--- src/rtl/cr_pkg.sv ---
package cr_pkg;
  typedef enum logic [3:0] {
    ST_IDLE, ST_A_HOLD, ST_A_CAP, ST_A_REL,
    ST_R_ZERO, ST_R_STB, ST_R_REL,
    ST_D_HOLD, ST_D_CAP, ST_D_REL,
    ST_W_SET, ST_W_STB, ST_W_REL
  } cr_state_e;

  typedef enum logic [1:0] {SRC_ZERO, SRC_ADDR, SRC_DATA} cr_src_e;

  typedef struct packed {
    logic cap_a;
    logic cap_d;
    logic rd;
    logic wr;
  } cr_strobe_t;
endpackage

--- src/rtl/cr_phase_ctr.sv ---
module cr_phase_ctr #(
  parameter int CNT_W = 16
) (
  input  logic             clk_i,
  input  logic             rst_ni,
  input  logic             clr_i,
  input  logic [CNT_W-1:0] lim_i,
  output logic [CNT_W-1:0] cnt_o,
  output logic             last_o
);
  localparam int EW = CNT_W + 1;

  logic [CNT_W-1:0] cnt_q;
  logic [EW-1:0]    cnt_inc;

  always_ff @(posedge clk_i or negedge rst_ni) begin
    if (!rst_ni)                 cnt_q <= '0;
    else if (clr_i)              cnt_q <= '0;
    else if (cnt_q != {CNT_W{1'b1}}) cnt_q <= cnt_q + 1'b1;
  end

  // cycles spent in the phase so far, including this one
  assign cnt_inc = {1'b0, cnt_q} + EW'(1);
  assign last_o  = cnt_inc >= {1'b0, lim_i};
  assign cnt_o   = cnt_q;
endmodule

--- src/rtl/cr_seq_fsm.sv ---
module cr_seq_fsm
  import cr_pkg::*;
#(
  parameter int CNT_W    = 16,
  parameter int HOLD_CYC = 2
) (
  input  logic             clk_i,
  input  logic             rst_ni,
  input  logic             start_i,
  input  logic             wr_i,
  input  logic             ack_i,
  input  logic [CNT_W-1:0] cnt_i,
  input  logic             tmo_i,
  output cr_state_e        state_o,
  output logic             accept_o,
  output logic             cnt_clr_o,
  output logic             latch_rd_o,
  output logic             done_o,
  output logic             err_o
);
  localparam logic [CNT_W-1:0] HOLD_LAST = CNT_W'(HOLD_CYC - 1);

  cr_state_e st_q, st_d;
  logic      fin, abort;
  logic      done_q, err_q;

  always_comb begin
    st_d  = st_q;
    fin   = 1'b0;
    abort = 1'b0;
    unique case (st_q)
      ST_IDLE:   if (start_i) st_d = ST_A_HOLD;
      ST_A_HOLD: if (cnt_i == HOLD_LAST) st_d = ST_A_CAP;
      ST_A_CAP:  if (ack_i) st_d = ST_A_REL;  else if (tmo_i) abort = 1'b1;
      ST_A_REL:  if (!ack_i) st_d = wr_i ? ST_D_HOLD : ST_R_ZERO;
                 else if (tmo_i) abort = 1'b1;
      ST_R_ZERO: st_d = ST_R_STB;
      ST_R_STB:  if (ack_i) st_d = ST_R_REL;  else if (tmo_i) abort = 1'b1;
      ST_R_REL:  if (!ack_i) fin = 1'b1;      else if (tmo_i) abort = 1'b1;
      ST_D_HOLD: if (cnt_i == HOLD_LAST) st_d = ST_D_CAP;
      ST_D_CAP:  if (ack_i) st_d = ST_D_REL;  else if (tmo_i) abort = 1'b1;
      ST_D_REL:  if (!ack_i) st_d = ST_W_SET; else if (tmo_i) abort = 1'b1;
      ST_W_SET:  st_d = ST_W_STB;
      ST_W_STB:  if (ack_i) st_d = ST_W_REL;  else if (tmo_i) abort = 1'b1;
      ST_W_REL:  if (!ack_i) fin = 1'b1;      else if (tmo_i) abort = 1'b1;
      default:   abort = 1'b1;
    endcase
    if (fin || abort) st_d = ST_IDLE;
  end

  always_ff @(posedge clk_i or negedge rst_ni) begin
    if (!rst_ni) begin
      st_q   <= ST_IDLE;
      done_q <= 1'b0;
      err_q  <= 1'b0;
    end else begin
      st_q   <= st_d;
      done_q <= fin || abort;
      err_q  <= abort;
    end
  end

  assign state_o    = st_q;
  assign accept_o   = (st_q == ST_IDLE) && start_i;
  assign cnt_clr_o  = st_d != st_q;
  assign latch_rd_o = (st_q == ST_R_STB) && ack_i;
  assign done_o     = done_q;
  assign err_o      = err_q;
endmodule

--- src/rtl/cr_word_pack.sv ---
module cr_word_pack
  import cr_pkg::*;
#(
  parameter int DATA_W = 16,
  localparam int OUT_W = DATA_W + 4
) (
  input  cr_state_e         state_i,
  input  logic [DATA_W-1:0] addr_i,
  input  logic [DATA_W-1:0] data_i,
  output logic [OUT_W-1:0]  word_o
);
  cr_src_e           src;
  cr_strobe_t        stb;
  logic [DATA_W-1:0] val;

  always_comb begin
    src = SRC_ZERO;
    stb = '0;
    unique case (state_i)
      ST_A_HOLD, ST_A_REL:           src = SRC_ADDR;
      ST_A_CAP:  begin src = SRC_ADDR; stb.cap_a = 1'b1; end
      ST_R_STB:                      stb.rd = 1'b1;
      ST_D_HOLD, ST_D_REL,
      ST_W_SET,  ST_W_REL:           src = SRC_DATA;
      ST_D_CAP:  begin src = SRC_DATA; stb.cap_d = 1'b1; end
      ST_W_STB:  begin src = SRC_DATA; stb.wr = 1'b1; end
      default: ;
    endcase
  end

  always_comb begin
    unique case (src)
      SRC_ADDR: val = addr_i;
      SRC_DATA: val = data_i;
      default:  val = '0;
    endcase
  end

  // bit order is fixed by the PHY decoder
  assign word_o = {stb.cap_a, stb.cap_d, val, stb.rd, stb.wr};
endmodule

--- src/rtl/cr_bus_master.sv ---
module cr_bus_master
  import cr_pkg::*;
#(
  parameter int DATA_W   = 16,
  parameter int CNT_W    = 16,
  parameter int HOLD_CYC = 2,
  localparam int OUT_W   = DATA_W + 4,
  localparam int IN_W    = DATA_W + 1
) (
  input  logic              clk_i,
  input  logic              rst_ni,
  input  logic              start_i,
  input  logic              wr_i,
  input  logic [DATA_W-1:0] addr_i,
  input  logic [DATA_W-1:0] wdata_i,
  input  logic [CNT_W-1:0]  tmo_cyc_i,
  output logic              busy_o,
  output logic              done_o,
  output logic              err_o,
  output logic [DATA_W-1:0] rdata_o,
  output logic [OUT_W-1:0]  cr_out_o,
  input  logic [IN_W-1:0]   cr_in_i
);
  cr_state_e         state;
  logic              accept, cnt_clr, latch_rd, tmo;
  logic [CNT_W-1:0]  cnt;
  logic [DATA_W-1:0] addr_q, wdata_q, rdata_q;
  logic [CNT_W-1:0]  lim_q;
  logic              wr_q;
  logic              ack;

  assign ack = cr_in_i[DATA_W];

  always_ff @(posedge clk_i or negedge rst_ni) begin
    if (!rst_ni) begin
      addr_q  <= '0;
      wdata_q <= '0;
      lim_q   <= '0;
      wr_q    <= 1'b0;
    end else if (accept) begin
      addr_q  <= addr_i;
      wdata_q <= wdata_i;
      lim_q   <= tmo_cyc_i;
      wr_q    <= wr_i;
    end
  end

  always_ff @(posedge clk_i or negedge rst_ni) begin
    if (!rst_ni)       rdata_q <= '0;
    else if (latch_rd) rdata_q <= cr_in_i[DATA_W-1:0];
  end

  cr_phase_ctr #(.CNT_W(CNT_W)) u_ctr (
    .clk_i  (clk_i),
    .rst_ni (rst_ni),
    .clr_i  (cnt_clr),
    .lim_i  (lim_q),
    .cnt_o  (cnt),
    .last_o (tmo)
  );

  cr_seq_fsm #(.CNT_W(CNT_W), .HOLD_CYC(HOLD_CYC)) u_fsm (
    .clk_i      (clk_i),
    .rst_ni     (rst_ni),
    .start_i    (start_i),
    .wr_i       (wr_q),
    .ack_i      (ack),
    .cnt_i      (cnt),
    .tmo_i      (tmo),
    .state_o    (state),
    .accept_o   (accept),
    .cnt_clr_o  (cnt_clr),
    .latch_rd_o (latch_rd),
    .done_o     (done_o),
    .err_o      (err_o)
  );

  cr_word_pack #(.DATA_W(DATA_W)) u_pack (
    .state_i (state),
    .addr_i  (addr_q),
    .data_i  (wdata_q),
    .word_o  (cr_out_o)
  );

  assign busy_o  = state != ST_IDLE;
  assign rdata_o = rdata_q;
endmodule

--- config.mk ---
export PLATFORM = sky130hd
export DESIGN_NAME = cr_bus_master
export DESIGN_NICKNAME = d
export VERILOG_FILES = /design/src/rtl/cr_pkg.sv /design/src/rtl/cr_phase_ctr.sv /design/src/rtl/cr_seq_fsm.sv /design/src/rtl/cr_word_pack.sv /design/src/rtl/cr_bus_master.sv
export SDC_FILE = /design/constraint.sdc
export NUM_CORES = 1
export LEC_CHECK = 0
export BUFFER_PORTS_ARGS = -buffer_cell sky130_fd_sc_hd__buf_2
export CAP_MARGIN = 30
export CORE_MARGIN = 2
export CORE_UTILIZATION = 30
export CTS_CLUSTER_SIZE = 14
export DETAILED_ROUTE_END_ITERATION = 10
export MAX_ROUTING_LAYER = met4
export PLACE_DENSITY = 0.54
export SLEW_MARGIN = 10
export SYNTH_ARGS = -nofsm -noshare
export SYNTH_HDL_FRONTEND = slang
export SYNTH_SLANG_ARGS = --single-unit
--- constraint.sdc ---
create_clock -name clk_i -period 5.9 [get_ports clk_i]
set_input_delay 0.295 -clock clk_i [delete_from_list [all_inputs] [get_ports clk_i]]
set_output_delay 0.295 -clock clk_i [all_outputs]
set_load 0.01 [all_outputs]
Word-level counts from Yosys, hierarchy flattened
Cells that the tools add are included.
{"block": "totals", "reg_bits": 87, "latchBits": 0, "mem_bits_rw": 0, "mem_bits_ro": 0, "input_bits": 69, "out_inout_bits": 39, "word_cells": 67, "memories": 0}
{"block": "op_classes", "add_sub_neg": 2, "n_mul": 0, "div_mod_pow": 0, "order_cmp": 1, "eq_ne": 17, "shifts": 0, "muxes": 26, "bitwise_logic": 0, "n_reduce_logical": 12}
{"operator": "$pmux W4 S11", "n": 1}
{"operator": "$mux W4", "n": 10}
{"operator": "$mux W16", "n": 2}
{"operator": "$pmux W16 S2", "n": 1}
{"operator": "$eq A4 B4 Y1 const B", "n": 5}
{"operator": "$add A16 B1 Y17 const B", "n": 1}
{"operator": "$ge A17 B16 Y1", "n": 1}
{"operator": "$add A16 B1 Y16 const B", "n": 1}
{"operator": "$eq A16 B1 Y1 const B", "n": 1}
{"operator": "$eq A4 B3 Y1 const B", "n": 4}
{"operator": "$ne A16 B16 Y1 const B", "n": 1}
{"operator": "$mux W1", "n": 9}
{"operator": "$eq A4 B2 Y1 const B", "n": 2}
{"operator": "$reduce_or A4 Y1", "n": 2}
{"operator": "$reduce_or A6 Y1", "n": 1}
{"operator": "$reduce_or A5 Y1", "n": 1}
{"operator": "$eq A4 B1 Y1 const B", "n": 1}
{"operator": "$logic_not A4 Y1", "n": 1}
{"operator": "$ne A4 B4 Y1", "n": 1}
{"operator": "$pmux W2 S2", "n": 1}
{"operator": "$reduce_bool A4 Y1", "n": 1}
{"operator": "$pmux W1 S3", "n": 1}
{"operator": "$reduce_or A3 Y1", "n": 1}
{"operator": "$eq A2 B1 Y1 const B", "n": 1}
{"operator": "other kinds (6)", "n": 7}

Logic depth before layout (Yosys ltp)
{"block": "logic_depth", "word_depth": 9, "ltp_mapped": 15, "mapped_depth_nobuf": 14}

Modules after synthesis
A second synthesis with hierarchy kept.
{"block": "hier_totals", "cells_unflattened": 443, "area_unflattened_um2": 4942.2}
{"mod": "cr_bus_master", "instances": 1, "cells_each": 138, "area_per_inst_um2": 2468.6, "seq_area_each_um2": 1626.6}
{"mod": "cr_phase_ctr", "instances": 1, "cells_each": 150, "area_per_inst_um2": 1312.5, "seq_area_each_um2": 400.4}
{"mod": "cr_seq_fsm", "instances": 1, "cells_each": 103, "area_per_inst_um2": 757.0, "seq_area_each_um2": 150.1}
{"mod": "cr_word_pack", "instances": 1, "cells_each": 52, "area_per_inst_um2": 404.1, "seq_area_each_um2": 0.0}

Least setup slack after synthesis
OpenSTA, ideal clock, no wires.
{"block": "synth_timing", "kind": "register -> register", "startpoint": "register u_ctr.cnt_q[0] (netlist: u_ctr.cnt_o[0])", "endpoint": "register u_ctr.cnt_q[10] (netlist: u_ctr.cnt_o[10])", "setup_ns": 0.080, "arrival_ns": 2.946, "t_required_ns": 5.820, "path_slack_ns": 2.873, "stages_incl_launch_ff": 14, "path_buffers": 1, "period_less_slack_ns": 3.027, "cell_sequence": "dfrtp_1 -> ha_1 -> nand3_2 -> nor2_1 -> nand3_1 -> xnor2_1 -> ha_1 -> a21o_1 -> a211oi_2 -> a31oi_4 -> nor3_1 -> o21ai_4 -> buf_6 -> nor3_2"}
{"block": "synth_via", "elab_chain_len": 9, "word_cells_on_any_way": 18, "cone_classes": "2 x add/sub; 1 x order compare; 3 x eq/ne; 10 x mux; 2 x reduce/logical"}
{"element": "from (decl)", "line": "cr_phase_ctr.sv:13", "source": "logic [CNT_W-1:0] cnt_q;"}
{"element": "from (signal assigned)", "line": "cr_phase_ctr.sv:19", "source": "else if (cnt_q != {CNT_W{1'b1}}) cnt_q <= cnt_q + 1'b1;"}
{"element": "$add A16 B1 Y17", "line": "cr_phase_ctr.sv:23", "source": "assign cnt_inc = {1'b0, cnt_q} + EW'(1);"}
{"element": "$ge A17 B16 Y1", "line": "cr_phase_ctr.sv:24", "source": "assign last_o = cnt_inc >= {1'b0, lim_i};"}
{"element": "$mux W1"}
{"element": "$mux W1 (on tied branches)", "line": "cr_seq_fsm.sv:35, cr_seq_fsm.sv:34"}
{"element": "$pmux W1 S3", "line": "cr_seq_fsm.sv:31", "source": "unique case (st_q)"}
{"element": "$logic_or A1 B1 Y1", "line": "cr_seq_fsm.sv:48", "source": "if (fin || abort) st_d = ST_IDLE;"}
{"element": "$mux W4", "line": "cr_seq_fsm.sv:48"}
{"element": "$ne A4 B4 Y1", "line": "cr_seq_fsm.sv:65", "source": "assign cnt_clr_o = st_d != st_q;"}
{"element": "$mux W16 / $reduce_bool A2 Y1 (equally long branches)"}
Several ways; a longest one is shown, not always the timed one. The select of a mux whose other input is x is not followed.
A chain may end at the register's enable or synchronous reset.

Final worst setup path
{"block": "layout_timing", "startpoint": "register u_ctr.cnt_q[2] (netlist: u_ctr.cnt_o[2])", "endpoint": "register u_ctr.cnt_q[14] (netlist: u_ctr.cnt_o[14])"}
Same word-level chain as after synthesis.

==> impl_metrics.env <==
export IMPL_die_y_um=130.1
export IMPL_ff_latch_area_um2=2177
export IMPL_ir_worst_vdd_mv=0.2477
export IMPL_cts_tree="done"
export IMPL_viasPerCell=4.779
export IMPL_area_growth_pct=21.79
export IMPL_required_ps=6150
export IMPL_grt_util_all_layers=0.1403
export IMPL_drv_slew=0
export IMPL_path_clk_slew_ps=60
export IMPL_hold_depth=2
export IMPL_powerDensity_nw_per_um2=538.8
export IMPL_fill_cells=1603
export IMPL_fp_row_count=46
export IMPL_crit_end="u_ctr.cnt_o[14]"
export IMPL_worst_setup_path_start_kind="register"
export IMPL_htree_levels=3
export IMPL_die_area_um2=16930
export IMPL_ys_seq_elements=87
export IMPL_io_pins=108
export IMPL_grt_overflow_total=0
export IMPL_root_buffer="clkbuf_16"
export IMPL_post_route_util=0.3698
export IMPL_core_area_um2=15710
export IMPL_grt_pass1_wl_um=18050
export IMPL_hold_viol=0
export IMPL_cts_hold_buf=1
export IMPL_critPathMaxFanout=16
export IMPL_syn_area_per_cell_um2=10.94
export IMPL_syn_area_um2=4771
export IMPL_crit_start="u_ctr.cnt_o[2]"
export IMPL_portBuffers=107
export IMPL_cts_repair_resized=0
export IMPL_rsz0062_at_grt="false"
export IMPL_syn_num_nets=525
export IMPL_slew_headroom=0.5239
export IMPL_cts_num_sinks=87
export IMPL_hp_class="primary input to register"
export IMPL_drc=0
export IMPL_fmax_ghz=0.2756
export IMPL_final_min_clock_period_ps=3629
export IMPL_gp_congestion=0.8727
export IMPL_clockBufferDepth=2
export IMPL_drive_above_1_share=0.4078
export IMPL_layout_common_cells="buf_2, dfrtp_1, mux2_2, nor2_1, nand2_1"
export IMPL_worst_ep_arrival_time_ps=3880
export IMPL_place_detailed_hpwl_um=8095
export IMPL_status="finished clean"
export IMPL_setup_viol=0
export IMPL_reg2reg_depth=13
export IMPL_grt_max_degree=63
export IMPL_cts_made_buffers=9
export IMPL_totalWireLength_um=11090
export IMPL_hold_ws_ps=176.4
export IMPL_drv_cap=0
export IMPL_ys_warn_count=0
export IMPL_multi_input_area_um2=2377
export IMPL_finalCritPeriodShare=0.6151
export IMPL_totalNegativeSetupSlack_ps=0
export IMPL_nets=622
export IMPL_tightest_slew_ps=714.2
export IMPL_grt_antenna_before_repair=1
export IMPL_synth_cell_types=53
export IMPL_clk_latency_ps=340
export IMPL_leakagePower_uw=0.002722
export IMPL_vias=3603
export IMPL_postSynthCellCount=436
export IMPL_yosysSeqAreaShare=0.4563
export IMPL_final_antenna_net_count=0
export IMPL_timing_rr_end="u_ctr.cnt_o[14]"
export IMPL_grt_pass1_vias=3686
export IMPL_final_common_cell="buf_2"
export IMPL_postCtsSetupRepairBufs=0
export IMPL_finClkSkew_ps=3.670
export IMPL_end_kind="register"
export IMPL_rrSetupSlack_ps=2270
export IMPL_first_pass_iters=4
export IMPL_start_util=0.3036
export IMPL_crit_type="register to register"
export IMPL_post_drt_wl_per_cell_um=14.71
export IMPL_r2r_start="u_ctr.cnt_o[2]"
export IMPL_drtIter0Drc=308
export IMPL_die_w_um=130.1
==> metrics by stage <==
stage	area, µm²	setup WS, ps	cells	total power, µW
final	5811	2271	754	3131
after global routing	5811	2078	754	3363
after CTS	5808	2301	753	3171
after detailed placement	5488	2322	737	2546
after global placement	5460	2547	736	2512
after floorplan	4771	2873	436	2165
==> synth_stat cells, drive strengths merged <==
master  count  area, µm²
dfrtp      87       2177
mux2       65      732.0
nor2       47      181.4
nor3       25      197.7
inv        22      82.58
nand2      21      78.83
ha         20      250.2
a22oi      17      127.6
buf        16      105.1
nand3      16      90.09
a21oi      14      70.07
xnor2      13      132.6
o21ai      12      71.32
clkbuf      9      33.78
nand2b      5      31.28
nand4       5      31.28
xor2        5      51.30
a211oi      4      35.03
and3        4      25.02
a21o        3      22.52
nor4        3      25.02
a31oi       2      27.53
o211ai      2      15.01
o21a        2      15.01
o22ai       2      12.51
o31ai       2      15.01
or2         2      15.02
a222oi      1      10.01
a32o        1      10.01
and2        1      6.260
and4        1      11.26
nor3b       1      7.510
nor4b       1      8.760
o21bai      1      7.510
o221ai      1      15.01
o31a        1      8.760
o32ai       1      27.53
or3         1      6.260
==> flip-flops by register name (all words and copies together), names as in the netlist <==
| signal | flops |
|---|---|
| addr_q | 16 |
| lim_q | 16 |
| rdata_o | 16 |
| u_ctr.cnt_o | 16 |
| wdata_q | 16 |
| u_fsm.state_o | 4 |
| u_fsm.done_o | 1 |
| u_fsm.err_o | 1 |
| wr_q | 1 |
==> power breakdown <==
group	internal [µW]	switching [µW]
combinational	635	852
sequential	847	195
clock	369	233
total	1850	1280
==> per-layer routing <==
metal,GRT usage,part of all wire,wire length [µm]
met1,0.1840,0.45,4986
met5,-,0,0
met2,0.2070,0.47,5178
met3,0.04182,0.062,688
met4,0.04934,0.021,236
==> cell type report <==
| class | count | area share |
|---|---|---|
| Inverter | 22 | 0.01421 |
| Clock buffer | 10 | 0.03941 |
| Multi-Input combinational cell | 302 | 0.4091 |
| Antenna cell | 1 | 0.0004307 |
| Timing Repair Buffer | 111 | 0.1016 |
| Sequential cell | 87 | 0.3747 |
| Tap cell | 216 | 0.04651 |
| Clock inverter | 5 | 0.01400 |
==> critical path: stages, from the launching register on <==
cell and delay, ps:
dfrtp_1 410, and3_1 220, and3_1 220, and2_1 190
nand2_1 80, xnor2_1 220, ha_1 290, nand4_1 130
nor2_1 60, o31ai_1 540, a31oi_4 240, nor3_1 370
o21ai_4 240, nor4_2 320
==> logic make-up (layout without fill, tap and decap cells) <==
family,after synthesis,in the layout,share of synthesized area
flops,87,87,0.4563
xor+xnor,18,18,0.03855
compound gates,66,66,0.1028
fa+ha+maj,20,20,0.05245
buf+inv,47,148,0.04642
other cells,0,1,0
simple gates,133,133,0.1500
mux,65,65,0.1534
==> how the worst min path moves through the flow <==
stage | start | end | slack (ps)
5_1_grt | cr_in_i[3] | rdata_o[3] | 170
3_5_place_dp | rst_ni | addr_q[14] | 140
2_1_floorplan | rst_ni | addr_q[0] | -0.6
3_3_place_gp | rst_ni | addr_q[12] | 140
6_report | addr_i[8] | addr_q[8] | 180
4_1_cts | addr_i[8] | addr_q[8] | 160
No activity file was read; power rests on OpenSTA's default activity.
